`config.mk`:
```
export PLATFORM = sky130hd
export DESIGN_NAME = signed_fmt_adder
export DESIGN_NICKNAME = d
export VERILOG_FILES = /design/src/rtl/signed_fmt_adder.sv
export SDC_FILE = /design/constraint.sdc
export NUM_CORES = 1
export LEC_CHECK = 0
export BUFFER_PORTS_ARGS = -buffer_cell sky130_fd_sc_hd__buf_2
export CAP_MARGIN = 20
export CORE_AREA = 8 8 83 56
export DETAILED_ROUTE_END_ITERATION = 10
export DIE_AREA = 0 0 91 64
export PLACE_DENSITY = 0.84
export SETUP_SLACK_MARGIN = 0.3
export SYNTH_ARGS = -nofsm -noshare
export SYNTH_HDL_FRONTEND = slang
export SYNTH_SLANG_ARGS = --single-unit
```
`constraint.sdc`:
```
create_clock -name clk -period 12.3 [get_ports clk]
set_input_delay 3.075 -clock clk [delete_from_list [all_inputs] [get_ports clk]]
set_output_delay 3.075 -clock clk [all_outputs]
set_load 0.01 [all_outputs]
```
`src/rtl/signed_fmt_adder.sv`:
```
module signed_fmt_adder #(
  parameter int W = 8
) (
  input  logic         clk,
  input  logic         rst_n,
  input  logic         in_valid,
  input  logic [W-1:0] op_a,
  input  logic [W-1:0] op_b,
  input  logic [1:0]   fmt,
  output logic         out_valid,
  output logic [W-1:0] sum,
  output logic         ovf,
  output logic         carry,
  output logic         negzero
);
  localparam int M = W - 1;
  localparam logic [1:0] FMT_ONES = 2'b01;
  localparam logic [1:0] FMT_SMAG = 2'b10;

  logic [W:0]   raw;
  logic [W-1:0] ones_s;
  logic         sa, sb, a_ge;
  logic [M-1:0] ma, mb, mdiff;
  logic [M:0]   madd;
  logic [W-1:0] n_sum;
  logic         n_ovf, n_carry, n_nz;

  assign raw    = {1'b0, op_a} + {1'b0, op_b};
  assign ones_s = raw[W-1:0] + {{(W-1){1'b0}}, raw[W]};
  assign sa     = op_a[W-1];
  assign sb     = op_b[W-1];
  assign ma     = op_a[M-1:0];
  assign mb     = op_b[M-1:0];
  assign madd   = {1'b0, ma} + {1'b0, mb};
  assign a_ge   = (ma >= mb);
  assign mdiff  = a_ge ? (ma - mb) : (mb - ma);

  always_comb begin
    case (fmt)
      FMT_ONES: begin
        n_sum   = ones_s;
        n_carry = raw[W];
        n_ovf   = (sa == sb) && (ones_s[W-1] != sa);
        n_nz    = &ones_s;
      end
      FMT_SMAG: begin
        if (sa == sb) begin
          n_sum   = {sa, madd[M-1:0]};
          n_carry = madd[M];
          n_ovf   = madd[M];
        end else begin
          n_sum   = {(mdiff == '0) ? 1'b0 : (a_ge ? sa : sb), mdiff};
          n_carry = 1'b0;
          n_ovf   = 1'b0;
        end
        n_nz = (n_sum == {1'b1, {M{1'b0}}});
      end
      default: begin
        n_sum   = raw[W-1:0];
        n_carry = raw[W];
        n_ovf   = (sa == sb) && (raw[W-1] != sa);
        n_nz    = 1'b0;
      end
    endcase
  end

  always_ff @(posedge clk) begin
    if (!rst_n) begin
      out_valid <= 1'b0;
      sum       <= '0;
      ovf       <= 1'b0;
      carry     <= 1'b0;
      negzero   <= 1'b0;
    end else begin
      out_valid <= in_valid;
      if (in_valid) begin
        sum     <= n_sum;
        ovf     <= n_ovf;
        carry   <= n_carry;
        negzero <= n_nz;
      end
    end
  end

  assert_valid_follows_R10: assert property (@(posedge clk) disable iff (!rst_n)
    in_valid |=> out_valid);
  assert_valid_drops_R10: assert property (@(posedge clk) disable iff (!rst_n)
    !in_valid |=> !out_valid);
  assert_hold_R10: assert property (@(posedge clk) disable iff (!rst_n)
    !in_valid |=> ($stable(sum) && $stable(ovf) && $stable(carry) && $stable(negzero)));
  assert_twos_no_negzero_R2: assert property (@(posedge clk) disable iff (!rst_n)
    (in_valid && (fmt == 2'b00 || fmt == 2'b11)) |=> !negzero);
  assert_twos_mixed_sign_R2: assert property (@(posedge clk) disable iff (!rst_n)
    (in_valid && (fmt == 2'b00 || fmt == 2'b11) && (sa != sb)) |=> !ovf);
  assert_smag_mixed_sign_R7: assert property (@(posedge clk) disable iff (!rst_n)
    (in_valid && fmt == FMT_SMAG && (sa != sb)) |=> (!ovf && !carry));
  assert_smag_equal_mag_R8: assert property (@(posedge clk) disable iff (!rst_n)
    (in_valid && fmt == FMT_SMAG && (sa != sb) && (ma == mb)) |=> (sum == '0));
endmodule

```
# == After elaboration in Yosys (flattened, before gate mapping) ==
# Index checks and enable logic that the tools add are counted.
# word_totals
output_inout_bits,12
regBits,12
elab_cells,31
input_bits,21
# classes
addsub,5
order_cmp,1
n_eq_ne,6
reduce_logical,4
mux,10
# ops
cell,count
8-bit 2-to-1 mux,2
8-bit case mux with 2 select lines,1
7-bit subtractor,2
8-bit by 8-bit adder with 9-bit output,1
7-bit by 7-bit adder with 8-bit output,1
8-bit by 1-bit adder with 8-bit output,1
"8-bit equality test, second input constant",1
8-bit AND reduction,1
7-bit >= comparator,1
7-bit zero test,1
7-bit 2-to-1 mux,1
1-bit 2-to-1 mux,4
1-bit case mux with 2 select lines,2
"2-bit by 1-bit equality test with 1-bit output, second input constant",1
"2-bit equality test, second input constant",1
1-bit logical AND,2
1-bit inequality test,2
1-bit equality test,1

# == Longest topological paths before layout ==
# depth
ltp_word,8
depth_mapped,17
ltp_nobuf,15

# == Worst setup path before layout ==
# Ideal clock, no wire load.
# synth_path
kind,input-to-reg
startpoint,in op_a[2]
endpoint,reg ovf
setup_time_ns,0.077
t_required_ns,12.223
path_slack_ns,6.325
t_arrival_ns,5.898
path_stages,17
n_path_buf,2
path_cell_list,inv_1 > ha_1 > buf_6 > nand2b_1 > a221oi_1 > o21ai_0 > a21oi_1 > o21ai_0 > nand2b_1 > ha_1 > and3_1 > clkbuf_1 > o21ai_1 > nor3b_2 > nand2_1 > or4_1 > a41oi_2
# synth_between
elab_chain_cells,5
elab_cells_between_ends,9
# synth_lines
element,line_no,rtl
"start, declared",7,"input logic [W-1:0] op_a,"
8-bit by 8-bit adder with 9-bit output,28,"assign raw = {1'b0, op_a} + {1'b0, op_b};"
8-bit by 1-bit adder with 8-bit output,29,"assign ones_s = raw[W-1:0] + {{(W-1){1'b0}}, raw[W]};"
1-bit inequality test,43,n_ovf = (sa == sb) && (ones_s[W-1] != sa);
1-bit logical AND,43,
1-bit case mux with 2 select lines (*),39,case (fmt)
"end signal, assigned",78,ovf <= n_ovf;
"end, declared",12,"output logic ovf,"
# Every way passes the cells marked *; elsewhere a longest branch is shown, timed or not.
# A chain may end at the register's enable or synchronous reset.

# == Worst setup path in the final report ==
# Same ends and word-level chain as after synthesis.

==> results.md <==
- Outcome: complete, no violations
- Final Hold Fails: 0
- Syn Inst Count: 274
- Cell Pwr Density: 83.5 nW/um2
- Total power: 0.186 mW
- Synthesized flop and latch total: 12
- Initial core utilization: 0.591
- CTS resizes: 0
- IO buf count: 32
- Wire per inst: 16.1 um
- Largest family of logic cells by synthesized area: compound AO/OA/AOI/OAI gates
- Finished Core Util: 0.645
- First-pass GRT wire length: 9160 um
- DR iter-0 viols: 330
- Slowest stage cell on the critical path: ha_1
- Post-synthesis xor/xnor area fraction: 0.0553
- Critical Path RT: 12.47 ns
- Clock slew seen by the registers of the worst setup and hold paths: 0.05 ns
- # Max-Cap Violations: 0
- Post-synth cell types: 57
- Drt first pass iters: 5
- CTS tree: done
- Die height: 64 um
- Setup crit end kind: flip-flop
- Post-synth EDFFs: 0
- Syn_area_per_cell: 7.43 um2
- Total track usage: 0.184
- CP Cell Sequence: buf_2, inv_1, ha_1, nand2b_1, a221oi_1, o21ai_0, a21oi_1, o21ai_0, nand2b_1, ha_1, and3_1, o21ai_1, nor3b_2, nand2_1, or4_1, a41oi_2
- Clock sinks: 12
- Area grow syn2layout: 9.16%
- Worst rel slew slack: 0.576
- Setup bufs post-CTS: 0
- Worst hold path class: flip-flop to flip-flop
- Hold depth: 1
- RSZ-0062 raised after global routing: false
- Vias: 2158
- Placed wire-length estimate: 4480 um
- GPL Wtd Cong: 0.955
- Vias per cell: 6.31
- Synth Area in Simple Gates: 0.205
- Residual DRC: 0
- Die ar.: 5820 um2
- Post-synth top flop: dfxtp_1
- Placeable Area: 3450 um2
- Crit path DAT: 6.58 ns
- CP Launch Type: input port
- Final Slew Violations: 0
- Ys async rst share: 0
- Final setup fails: 0
- Inserted Clock Buffers: 3
- R2R setup slack: 11.61 ns
- Clk_lat worst skew: 0.23 ns
- Root buffer cell: clkbuf_8
- Seq/Total Area, Yosys: 0.118
- CTS Hold Bufs: 0
- Kind of critical path: input port to flip-flop
- F_max: 156 MHz
- Setup TNS: 0 ns
- Reg2reg path depth: 2
- Max clock buf depth: 2
- R2r endpoint: ovf$_SDFFE_PN0P_
- Nets@finish: 348
- Hold Startpoint: sum[5]$_SDFFE_PN0P_
- Mux cell area share after synthesis: 0.0400
- Worst IR drop on VDD: 70.8 uV
- Post-route clock period utilization: 0.521
- Worst stage delay on the critical path: 0.50 ns
- Clk_skew: 0 ns
- Biggest area consumer among synthesized cells: ha_1
- Reg2reg start: ovf$_SDFFE_PN0P_
- CTS H-Tree Depth: 1
- Final critical-path required period: 6.41 ns
- Hold worst-path end: sum[5]$_SDFFE_PN0P_
- ANT nets after route: 0
- Largest net degree at the start of global routing: 23
- Die Wd: 91 um
- Least-Margin Pin Slew: 0.620 ns
- Compound-Gate Fraction of Synth Area: 0.293
- Detailed Route WL: 5490 um
- Max FO, Critical Path: 17
- Layout cells sized above 1: 0.159
- Warnings from Yosys: 0
- Synthesized Nets: 325
- Grt ovf: 0
- Post-synth top area share: 0.166
- Post-synthesis adder-cell area fraction: 0.195
- Placement Rows: 17
- Largest cells by area after synthesis: ha_1 17%, dfxtp_1 12%, a21oi_1 6.1%, inv_1 5.7%, o21ai_0 5.4%
- Initial antenna violation count: 0
- Top-Level Pins: 33
- Leakage power total: 1.03 nW
- # diodes: 0
- Post-synth design cell area: 2040 um2
- Vias in the first global route: 1839
cells by family after synthesis:
logic type / count (synthesis)
simple gates: 77
mux: 8
flops: 12
buf+inv: 45
compound gates: 90
xor+xnor: 12
fa+ha+maj: 30
through the flow:
step,hold WS (ns),area [um2],setup WS [ns],instances
6_report,0.475,2220,5.89,342
5_1_grt,0.492,2220,5.68,342
4_1_cts,0.476,2220,5.96,342
3_5_place_dp,0.465,2180,5.71,339
3_3_place_gp,0.458,2180,5.91,339
2_1_floorplan,0.507,2040,6.33,274
how the worst max path moves through the flow:
stage / start / end / slack [ns]
after floorplan: op_a[2] / ovf$_SDFFE_PN0P_ / 6.33
after global placement: op_a[2] / ovf$_SDFFE_PN0P_ / 5.91
after detailed placement: op_a[2] / ovf$_SDFFE_PN0P_ / 5.71
after CTS: op_a[2] / ovf$_SDFFE_PN0P_ / 5.96
after global routing: op_a[2] / ovf$_SDFFE_PN0P_ / 5.68
final: op_a[2] / ovf$_SDFFE_PN0P_ / 5.89
cells in the mapped netlist (all sizes together) (3+ instances only):
cell    count
inv        31
ha         27
a21oi      25
o21ai      25
nand2      16
nor2       14
dfxtp      12
xnor2       9
nor3        8
buf         7
clkbuf      7
mux2i       7
nand2b      7
nand3       5
o211ai      5
a221oi      4
nand4       4
nor2b       4
nor3b       4
a211oi      3
a21o        3
a41oi       3
fa          3
nor4        3
o21a        3
or2         3
or4         3
xor2        3
power by group:
group	total [mW]	switching (mW)	internal, mW
Clock	0.0349	0.0134	0.0215
Combinational	0.107	0.0652	0.0420
Sequential	0.0436	0.00137	0.0422
Total	0.186	0.0800	0.106
flip-flops by register name (all words and copies together), names as in the netlist:
| signal | flops |
|---|---|
| sum | 8 |
| carry | 1 |
| negzero | 1 |
| out_valid | 1 |
| ovf | 1 |
cell usage in the layout (no fill, tap or decap), types with 5 or more instances in the layout:
cell type / n
buf_2: 32
inv_1: 31
ha_1: 27
a21oi_1: 25
o21ai_0: 22
nand2_1: 16
nor2_1: 14
dfxtp_1: 12
xnor2_1: 9
nor3_1: 8
nand2b_1: 7
mux2i_1: 7
o211ai_1: 5
area by class of cell:
cell class	instances	area (um2)
flip-flops and latches	12	240
multi-input cells	217	1610
clock buffers	3	41.3
repair buffers	32	160
fillers	316	1220
well taps	47	58.8
inverters	31	116
routing by layer:
metal,vias up,routed length (um),GRT usage,part of all wire
met5,-,0,0,0
li1,1025,-,-,-
met2,138,2210,0.257,0.40
met3,4,670,0.0373,0.12
met1,991,2580,0.283,0.47
met4,0,24,0.0203,0.0044
worst max-delay path, delay by kind of cell:
| kind | cells | cell delay [ns] |
|---|---|---|
| adder cells (fa/ha/maj) | 2 | 0.68 |
| AND/OR/NAND/NOR | 6 | 1.58 |
| buffers and inverters | 2 | 0.14 |
| AO/OA/AOI/OAI | 6 | 1.10 |
(Power assumes the default switching activity.)
